$ cat config.mk
export PLATFORM = sky130hd
export DESIGN_NAME = rob_commit_top
export DESIGN_NICKNAME = d
export VERILOG_FILES = /design/src/rtl/rob_pkg.sv /design/src/rtl/rob_ctrl.sv /design/src/rtl/rob_data.sv /design/src/rtl/rob_commit_top.sv
export SDC_FILE = /design/constraint.sdc
export NUM_CORES = 2
export LEC_CHECK = 0
export BUFFER_PORTS_ARGS = -buffer_cell sky130_fd_sc_hd__clkbuf_2
export CAP_MARGIN = 0
export CELL_PAD_IN_SITES_DETAIL_PLACEMENT = 1
export CELL_PAD_IN_SITES_GLOBAL_PLACEMENT = 2
export CORE_ASPECT_RATIO = 1.75
export CORE_MARGIN = 5
export CORE_UTILIZATION = 42
export DETAILED_ROUTE_END_ITERATION = 7
export HOLD_SLACK_MARGIN = 0.12
export PLACE_DENSITY_LB_ADDON = 0.1
export SETUP_SLACK_MARGIN = 0.1
export SLEW_MARGIN = 30
export SYNTH_ARGS = -nofsm -noshare
export SYNTH_HDL_FRONTEND = slang
export SYNTH_SLANG_ARGS = --single-unit
$ cat constraint.sdc
create_clock -name clk -period 3.1 [get_ports clk]
set_clock_uncertainty 0.15 [all_clocks]
set_input_delay 0.31 -clock clk [delete_from_list [all_inputs] [get_ports clk]]
set_output_delay 0.31 -clock clk [all_outputs]
set_load 0.05 [all_outputs]
$ cat src/rtl/rob_pkg.sv
package rob_pkg;

  typedef enum logic [1:0] {
    KindAlu    = 2'd0,
    KindLoad   = 2'd1,
    KindStore  = 2'd2,
    KindBranch = 2'd3
  } instKind_e;

  // Strobes from the pointer control to the entry storage
  typedef struct packed {
    logic allocEn;
    logic commitEn;
    logic flushAll;
  } robStrobe_t;

endpackage

$ cat src/rtl/rob_ctrl.sv
module rob_ctrl
  import rob_pkg::*;
#(
  parameter int TagW = 4
) (
  input  logic            clk,
  input  logic            rstN,
  input  logic            dispValid,
  input  logic            headValid,
  input  logic            headDone,
  input  instKind_e       headKind,
  input  logic            headMisp,
  output robStrobe_t      strobe,
  output logic [TagW-1:0] headIdx,
  output logic [TagW-1:0] tailIdx,
  output logic            dispReady,
  output logic            commitValid,
  output logic            redirectValid
);

  localparam logic [TagW:0] PtrOne = (TagW+1)'(1);

  logic [TagW:0] headPtr;
  logic [TagW:0] tailPtr;
  logic          isFull;
  logic          commitGo;
  logic          flushGo;
  logic          allocGo;

  assign headIdx = headPtr[TagW-1:0];
  assign tailIdx = tailPtr[TagW-1:0];

  // Same slot index with opposite wrap bits means every slot is taken
  assign isFull   = (headPtr[TagW] != tailPtr[TagW]) &&
                    (headPtr[TagW-1:0] == tailPtr[TagW-1:0]);
  assign commitGo = headValid && headDone;
  assign flushGo  = commitGo && (headKind == KindBranch) && headMisp;
  assign allocGo  = dispValid && !isFull && !flushGo;

  assign dispReady     = !isFull && !flushGo;
  assign commitValid   = commitGo;
  assign redirectValid = flushGo;

  assign strobe.allocEn  = allocGo;
  assign strobe.commitEn = commitGo;
  assign strobe.flushAll = flushGo;

  always_ff @(posedge clk or negedge rstN) begin
    if (!rstN) begin
      headPtr <= '0;
      tailPtr <= '0;
    end else if (flushGo) begin
      // The branch itself retires; everything behind it is dropped
      headPtr <= headPtr + PtrOne;
      tailPtr <= headPtr + PtrOne;
    end else begin
      if (commitGo) headPtr <= headPtr + PtrOne;
      if (allocGo)  tailPtr <= tailPtr + PtrOne;
    end
  end

endmodule

$ cat src/rtl/rob_data.sv
module rob_data
  import rob_pkg::*;
#(
  parameter int TagW  = 4,
  parameter int DataW = 32,
  parameter int RegW  = 5,
  parameter int AddrW = 32
) (
  input  logic             clk,
  input  logic             rstN,
  input  robStrobe_t       strobe,
  input  logic [TagW-1:0]  allocIdx,
  input  logic [TagW-1:0]  headIdx,
  input  instKind_e        allocKind,
  input  logic [RegW-1:0]  allocDest,
  input  logic [AddrW-1:0] allocAddr,
  input  logic             resValid,
  input  logic [TagW-1:0]  resTag,
  input  logic [DataW-1:0] resValue,
  input  logic             resMisp,
  output logic             headValid,
  output logic             headDone,
  output instKind_e        headKind,
  output logic             headMisp,
  output logic             regWrEn,
  output logic [RegW-1:0]  regWrAddr,
  output logic [DataW-1:0] regWrData,
  output logic             memWrEn,
  output logic [AddrW-1:0] memWrAddr,
  output logic [DataW-1:0] memWrData,
  output logic [DataW-1:0] redirectPc
);

  localparam int Depth = 1 << TagW;

  logic [Depth-1:0] entValid;
  logic [Depth-1:0] entDone;
  logic [Depth-1:0] entMisp;
  instKind_e        entKind  [Depth];
  logic [RegW-1:0]  entDest  [Depth];
  logic [DataW-1:0] entValue [Depth];
  logic [AddrW-1:0] entAddr  [Depth];

  for (genvar e = 0; e < Depth; e++) begin : g_ent
    logic allocHit;
    logic resHit;
    logic commitHit;

    assign allocHit  = strobe.allocEn  && (allocIdx == TagW'(e));
    assign resHit    = resValid && entValid[e] && (resTag == TagW'(e));
    assign commitHit = strobe.commitEn && (headIdx == TagW'(e));

    always_ff @(posedge clk or negedge rstN) begin
      if (!rstN) begin
        entValid[e] <= 1'b0;
        entDone[e]  <= 1'b0;
        entMisp[e]  <= 1'b0;
        entKind[e]  <= KindAlu;
        entDest[e]  <= '0;
        entValue[e] <= '0;
        entAddr[e]  <= '0;
      end else if (strobe.flushAll) begin
        entValid[e] <= 1'b0;
        entDone[e]  <= 1'b0;
      end else begin
        if (allocHit) begin
          entValid[e] <= 1'b1;
          entDone[e]  <= 1'b0;
          entMisp[e]  <= 1'b0;
          entKind[e]  <= allocKind;
          entDest[e]  <= allocDest;
          entAddr[e]  <= allocAddr;
        end else if (resHit) begin
          entDone[e]  <= 1'b1;
          entValue[e] <= resValue;
          entMisp[e]  <= resMisp;
        end
        if (commitHit) begin
          entValid[e] <= 1'b0;
          entDone[e]  <= 1'b0;
        end
      end
    end
  end

  assign headValid = entValid[headIdx];
  assign headDone  = entDone[headIdx];
  assign headKind  = entKind[headIdx];
  assign headMisp  = entMisp[headIdx];

  // Write ports are driven only in the retiring cycle
  assign regWrEn   = strobe.commitEn &&
                     ((headKind == KindAlu) || (headKind == KindLoad));
  assign regWrAddr = entDest[headIdx];
  assign regWrData = entValue[headIdx];
  assign memWrEn   = strobe.commitEn && (headKind == KindStore);
  assign memWrAddr = entAddr[headIdx];
  assign memWrData = entValue[headIdx];
  assign redirectPc = entValue[headIdx];

endmodule

$ cat src/rtl/rob_commit_top.sv
module rob_commit_top
  import rob_pkg::*;
#(
  parameter int TagW  = 4,
  parameter int DataW = 32,
  parameter int RegW  = 5,
  parameter int AddrW = 32
) (
  input  logic             clk,
  input  logic             rstN,
  input  logic             dispValid,
  input  logic [1:0]       dispKind,
  input  logic [RegW-1:0]  dispDest,
  input  logic [AddrW-1:0] dispAddr,
  output logic             dispReady,
  output logic [TagW-1:0]  dispTag,
  input  logic             resValid,
  input  logic [TagW-1:0]  resTag,
  input  logic [DataW-1:0] resValue,
  input  logic             resMispredict,
  output logic             commitValid,
  output logic [TagW-1:0]  commitTag,
  output logic             regWrEn,
  output logic [RegW-1:0]  regWrAddr,
  output logic [DataW-1:0] regWrData,
  output logic             memWrEn,
  output logic [AddrW-1:0] memWrAddr,
  output logic [DataW-1:0] memWrData,
  output logic             redirectValid,
  output logic [DataW-1:0] redirectPc
);

  robStrobe_t      strobe;
  logic [TagW-1:0] headIdx;
  logic [TagW-1:0] tailIdx;
  logic            headValid;
  logic            headDone;
  instKind_e       headKind;
  logic            headMisp;

  assign dispTag   = tailIdx;
  assign commitTag = headIdx;

  rob_ctrl #(.TagW(TagW)) ctrl_i (
    .clk          (clk),
    .rstN         (rstN),
    .dispValid    (dispValid),
    .headValid    (headValid),
    .headDone     (headDone),
    .headKind     (headKind),
    .headMisp     (headMisp),
    .strobe       (strobe),
    .headIdx      (headIdx),
    .tailIdx      (tailIdx),
    .dispReady    (dispReady),
    .commitValid  (commitValid),
    .redirectValid(redirectValid)
  );

  rob_data #(.TagW(TagW), .DataW(DataW), .RegW(RegW), .AddrW(AddrW)) data_i (
    .clk       (clk),
    .rstN      (rstN),
    .strobe    (strobe),
    .allocIdx  (tailIdx),
    .headIdx   (headIdx),
    .allocKind (instKind_e'(dispKind)),
    .allocDest (dispDest),
    .allocAddr (dispAddr),
    .resValid  (resValid),
    .resTag    (resTag),
    .resValue  (resValue),
    .resMisp   (resMispredict),
    .headValid (headValid),
    .headDone  (headDone),
    .headKind  (headKind),
    .headMisp  (headMisp),
    .regWrEn   (regWrEn),
    .regWrAddr (regWrAddr),
    .regWrData (regWrData),
    .memWrEn   (memWrEn),
    .memWrAddr (memWrAddr),
    .memWrData (memWrData),
    .redirectPc(redirectPc)
  );

endmodule

Word level (Yosys, flattened, before mapping)
Index checks and enable logic that the tools add are counted.
- input port bits: 80
- output and inout port bits: 146
- register bits: 1194
- mux-type cells: 166
- reduce and logical (&&, ||, !) cells: 178
- $add $sub $neg: 2
- bitwise logic cells: 18
- order comparisons: 2
- equality and inequality tests: 50
- operators by type and width (kind ; number):
    $bmux 32 s4 ; 2
    $mux 1 ; 147
    $mux 32 ; 4
    $eq 4x4->1 const B ; 24
    $logic_and 1x1->1 ; 73
    $reduce_and 2->1 ; 32
    $reduce_bool 4->1 ; 16
    $eq 4x3->1 const B ; 12
    $reduce_and 3->1 ; 16
    $reduce_bool 3->1 ; 16
    $reduce_bool 2->1 ; 18
    $mux 5 ; 6
    $eq 4x2->1 const B ; 6
    $bmux 5 s4 ; 1
    $not 1->1 ; 17
    $bmux 1 s4 ; 3
    $eq 4x1->1 const B ; 3
    $logic_not 4->1 ; 3
    $add 5x1->5 const B ; 2
    $bmux 2 s4 ; 1
    $ge 5x5->1 const B ; 1
    $lt 4x5->1 const B ; 1
    $not 4->5 ; 1
    $eq 2x2->1 const B ; 2
    other kinds (7) ; 9

Logic depth before layout (Yosys ltp)
- word-level depth: 13
- depth in mapped cells: 12
- mapped depth without buffers: 8

By module
From an unflattened synthesis, not the netlist that was laid out.
- cells, all modules: 3357
- area, all modules: 54712.5 um^2
- by module, submodules not included (module ; sequential area each (um^2) ; times used ; cells each ; area an instance (um^2)):
    rob_data ; 29628.4 ; 1 ; 3284 ; 54006.8
    rob_ctrl ; 250.2 ; 1 ; 73 ; 705.7

Worst setup path before layout
No wires, ideal clock.
- path kind: register -> output
- start point: register ctrl_i.headPtr[0]
- end point: output redirectPc[0]
- setup slack: -0.610 ns
- arrival: 3.250 ns
- required time: 2.640 ns
- stages on the path, launching flop included: 9
- path through: dfrtp_1 -> buf_4 -> buf_4 -> buf_2 -> clkbuf_1 -> buf_1 -> mux4_2 -> mux4_2 -> buf_4
- cells in the longest elaborated chain, start to end: 4
- RTL lines (what ; RTL line ; text):
    from (decl) ; rob_ctrl.sv:23 ; logic [TagW:0] headPtr;
    from (signal assigned) ; rob_ctrl.sv:54 ; headPtr <= headPtr + PtrOne;
    from (signal assigned) ; rob_ctrl.sv:57 ; if (commitGo) headPtr <= headPtr + PtrOne;
    $not 4->5 ; -- ;
    $bmux 32 s4 ; -- ;
    $mux 32 (2 in series) ; -- ;
    to (decl) ; rob_commit_top.sv:30 ; output logic [DataW-1:0] redirectPc
Every way passes these cells. The select of a mux whose other input is x is not followed.

Worst setup path after layout
- start point: register ctrl_i.headPtr[0]
- end point: output regWrData[28]
- cells in the longest elaborated chain, start to end: 4
- RTL lines (what ; RTL line ; text):
    $not 4->5 (implied by the code) ; rob_data.sv:95 ; assign regWrData = entValue[headIdx];
    $bmux 32 s4 ; rob_data.sv:95 ;
    $mux 32 (implied by the code) (2 in series) ; rob_data.sv:95 ;
    to (decl) ; rob_commit_top.sv:25 ; output logic [DataW-1:0] regWrData,
Every way passes these cells. The select of a mux whose other input is x is not followed.

==> results.sh <==
export IMPL_top_layer="met5"
export IMPL_place_area_um2=60120
export IMPL_dieArea_um2=138700
export IMPL_clkSlewWorstSetupHoldPaths_ns=0.07
export IMPL_grt_max_degree=124
export IMPL_worstPathArrival_ns=3.21
export IMPL_hold_slack_ns=0.2038
export IMPL_initial_core_util_pct=42.31
export IMPL_setup_violations=1278
export IMPL_grt_pass1_vias=37440
export IMPL_crit_type="reg -> out"
export IMPL_port_buffers=225
export IMPL_netlist_area_um2=55030
export IMPL_wl_met3_mm=5.978
export IMPL_peakVddDrop_mv=1.058
export IMPL_failed_checks="negative setup slack"
export IMPL_cts_root_buf="clkbuf_16"
export IMPL_routedWlPerCell_um=32.20
export IMPL_synth_area_leaders="dfrtp_1, mux2_2, mux4_2"
export IMPL_synth_cells=3393
export IMPL_fin_ws_ns=-0.5717
export IMPL_cp_start_kind="register"
export IMPL_path_cells="buf_8 -> buf_12 -> buf_12 -> buf_8 -> buf_16 -> mux4_2 -> mux4_2 -> clkbuf_8"
export IMPL_async_reset_ff_share_pct=100.0
export IMPL_startpoint="ctrl_i.headPtr[0]"
export IMPL_final_cells=5690
export IMPL_cp_end_kind="output pin"
export IMPL_tns_ns=-336.83
export IMPL_drt_iter0_markers=1933
export IMPL_grt_pass1_wl_mm=253.0
export IMPL_postLayoutCoreUtil_pct=55.51
export IMPL_area_growth_pct=31.19
export IMPL_max_cap_violations=0
export IMPL_yosys_warnings=0
export IMPL_globalplace_congestion=0.8373
export IMPL_slew_viol_final=0
export IMPL_vias=32990
export IMPL_clock_fmax_mhz=272.4
export IMPL_power_density_nw_per_um2=1242
export IMPL_drt_total_wl_mm=183.2
export IMPL_ant_nets=0
export IMPL_nets=3996
export IMPL_insertion_delay_ns=0.72
export IMPL_grt_usage_pct=24.16
export IMPL_critPathBufInv=6
export IMPL_grt_overflow_total=0
export IMPL_yosys_area_top_type_share_pct=54.29
export IMPL_crit_required_ns=2.64
export IMPL_fin_crit_sh_pct=118.4
export IMPL_dp_slack_ns=-0.2733
export IMPL_worst_pin_slew_ns=0.7704
export IMPL_drc=0
export IMPL_crit_fanout=6
export IMPL_hold_start="resTag[1]"
export IMPL_yosysTopAreaCell="dfrtp_1"
export IMPL_rsz0062_at_grt="true"
export IMPL_cts_tree="done"
export IMPL_drt_pass1_iterations=7
export IMPL_design_area_um2=72200
export IMPL_h_tree_depth=3
export IMPL_slew_headroom_pct=48.64
export IMPL_wl_met2_mm=99.88
export IMPL_outcome="finished, violations left"
export IMPL_yosysUniqueCellTypes=43
export IMPL_period_needed_ns=3.672
export IMPL_hp_class="in -> reg"
export IMPL_ios=226
export IMPL_final_layout_size_suffix_gt1_share_pct=60.44
export IMPL_die_y_um=488.9
export IMPL_clock_sinks=1194
export IMPL_power_mw=89.66
export IMPL_rows=175
export IMPL_fill_cells=11700
export IMPL_slowest_delay_ns=0.60
export IMPL_vias_per_cell=5.797
export IMPL_synth_area_per_cell_um2=16.22
export IMPL_dpl_hpwl_mm=100.6
export IMPL_synth_edff_count=0
export IMPL_worst_path_max_delay_cell="mux4_2"
export IMPL_ys_seq_elements=1194
export IMPL_cts_buffers=117
export IMPL_wl_met1_mm=71.00
export IMPL_crit_family="multiplexers"
export IMPL_p_leak_nw=31.53
export IMPL_reg2reg_from="ctrl_i.headPtr[0]"
export IMPL_ys_dominant_reg_cell="dfrtp_1"
export IMPL_core_um2=130100
export IMPL_seq_area_frac_synth_pct=54.29
export IMPL_clockBufferDepth=3
export IMPL_synth_net_count=3481
export IMPL_finalHoldViolCount=0
export IMPL_antenna_found_initial=3
export IMPL_placed_cells=5196
export IMPL_die_x_um=283.6
-- area by class of cell --
cell class	instances	area, um2	area share (%)
well taps	1681	2103	2.913
clock inverters	52	824.5	1.142
multi-input cells	1829	25190	34.89
flip-flops and latches	1194	29890	41.41
repair buffers	756	10640	14.73
clock buffers	166	3497	4.844
diodes	2	5.005	0.006932
inverters	10	47.55	0.06586
-- flip-flops by register name (all words and copies together) (netlist names) --
| name | cells |
|---|---|
| data_i.entAddr | 512 |
| data_i.entValue | 512 |
| data_i.entDest | 80 |
| data_i.entKind | 32 |
| data_i.entDone | 16 |
| data_i.entMisp | 16 |
| data_i.entValid | 16 |
| ctrl_i.headPtr | 5 |
| ctrl_i.tailPtr | 5 |
-- cell families after synthesis --
family | synth area share (%)
xor gates and xnor gates | 0.2546
adders and majority gates | 0.1819
muxes | 38.07
DFF | 54.29
buffers and inverters | 3.879
and+or+nand+nor | 1.439
AOI/OAI and AO/OA | 1.882
-- Yosys cell counts (19+ instances only) --
library cell,n
a21oi_1,19
buf_1,37
buf_2,32
buf_4,145
buf_6,20
clkbuf_1,125
dfrtp_1,1194
mux2_1,135
mux2_2,1002
mux4_2,360
nand2_1,55
nor2_1,62
o21ai_0,19
-- power by group --
group          switching, mW  internal [mW]
clock network           6.36           9.64
registers               4.06           22.6
logic                   22.2           24.8
total                   32.6           57.0
-- worst paths after layout --
| kind | end | slack, ns | cells past startpoint |
|---|---|---|---|
| min in group asynchronous | data_i.entValue[73] | 0.26 | 3 |
| max reg2reg | data_i.entValue[278] | -0.37 | 11 |
| min reg2reg | data_i.entValue[128] | 0.34 | 1 |
| max | regWrData[28] | -0.57 | 8 |
| max in group asynchronous | data_i.entAddr[427] | 1.73 | 3 |
| min | data_i.entDone[0] | 0.20 | 6 |
-- tightest hold or removal path, stage by stage --
cell      delay [ns]
clkbuf_2        0.12
nor3b_1         0.05
buf_4           0.16
and3_1          0.19
o21ai_0         0.16
nor2_1          0.04
-- layout by cell type, fill, tap and decap left out, drive strengths merged, types with 6 or more instances in the layout --
cell            n
mux2         1137
a21oi          49
clkinvlp        6
nand2          55
xnor2           8
o22ai          16
inv             9
and3           17
o2bb2ai        16
nor2           62
nand3           8
o211ai         13
clkinv         25
mux4          360
ha              8
o21ai          20
buf           509
a22oi           6
dfrtp        1194
bufinv         22
nor2b           6
dlygate4sd3    78
xor2            8
nor3           12
clkbuf        332
-- metal layers --
metal,GRT usage (%),vias up
met1,29.02,18350
met5,0,-
met3,2.960,276
met4,6.933,4
li1,-,13630
met2,45.62,723
-- repair_timing --
item	4_1_cts	5_1_grt
gates resized for setup	368	599
hold endpoints to repair	2055	0
gates cloned	36	46
endpoints found under the setup margin	1277	1295
pin swaps	13	25
hold buffers	79	0
buffers inserted	43	75
No activity file was read; power rests on OpenSTA's default activity.
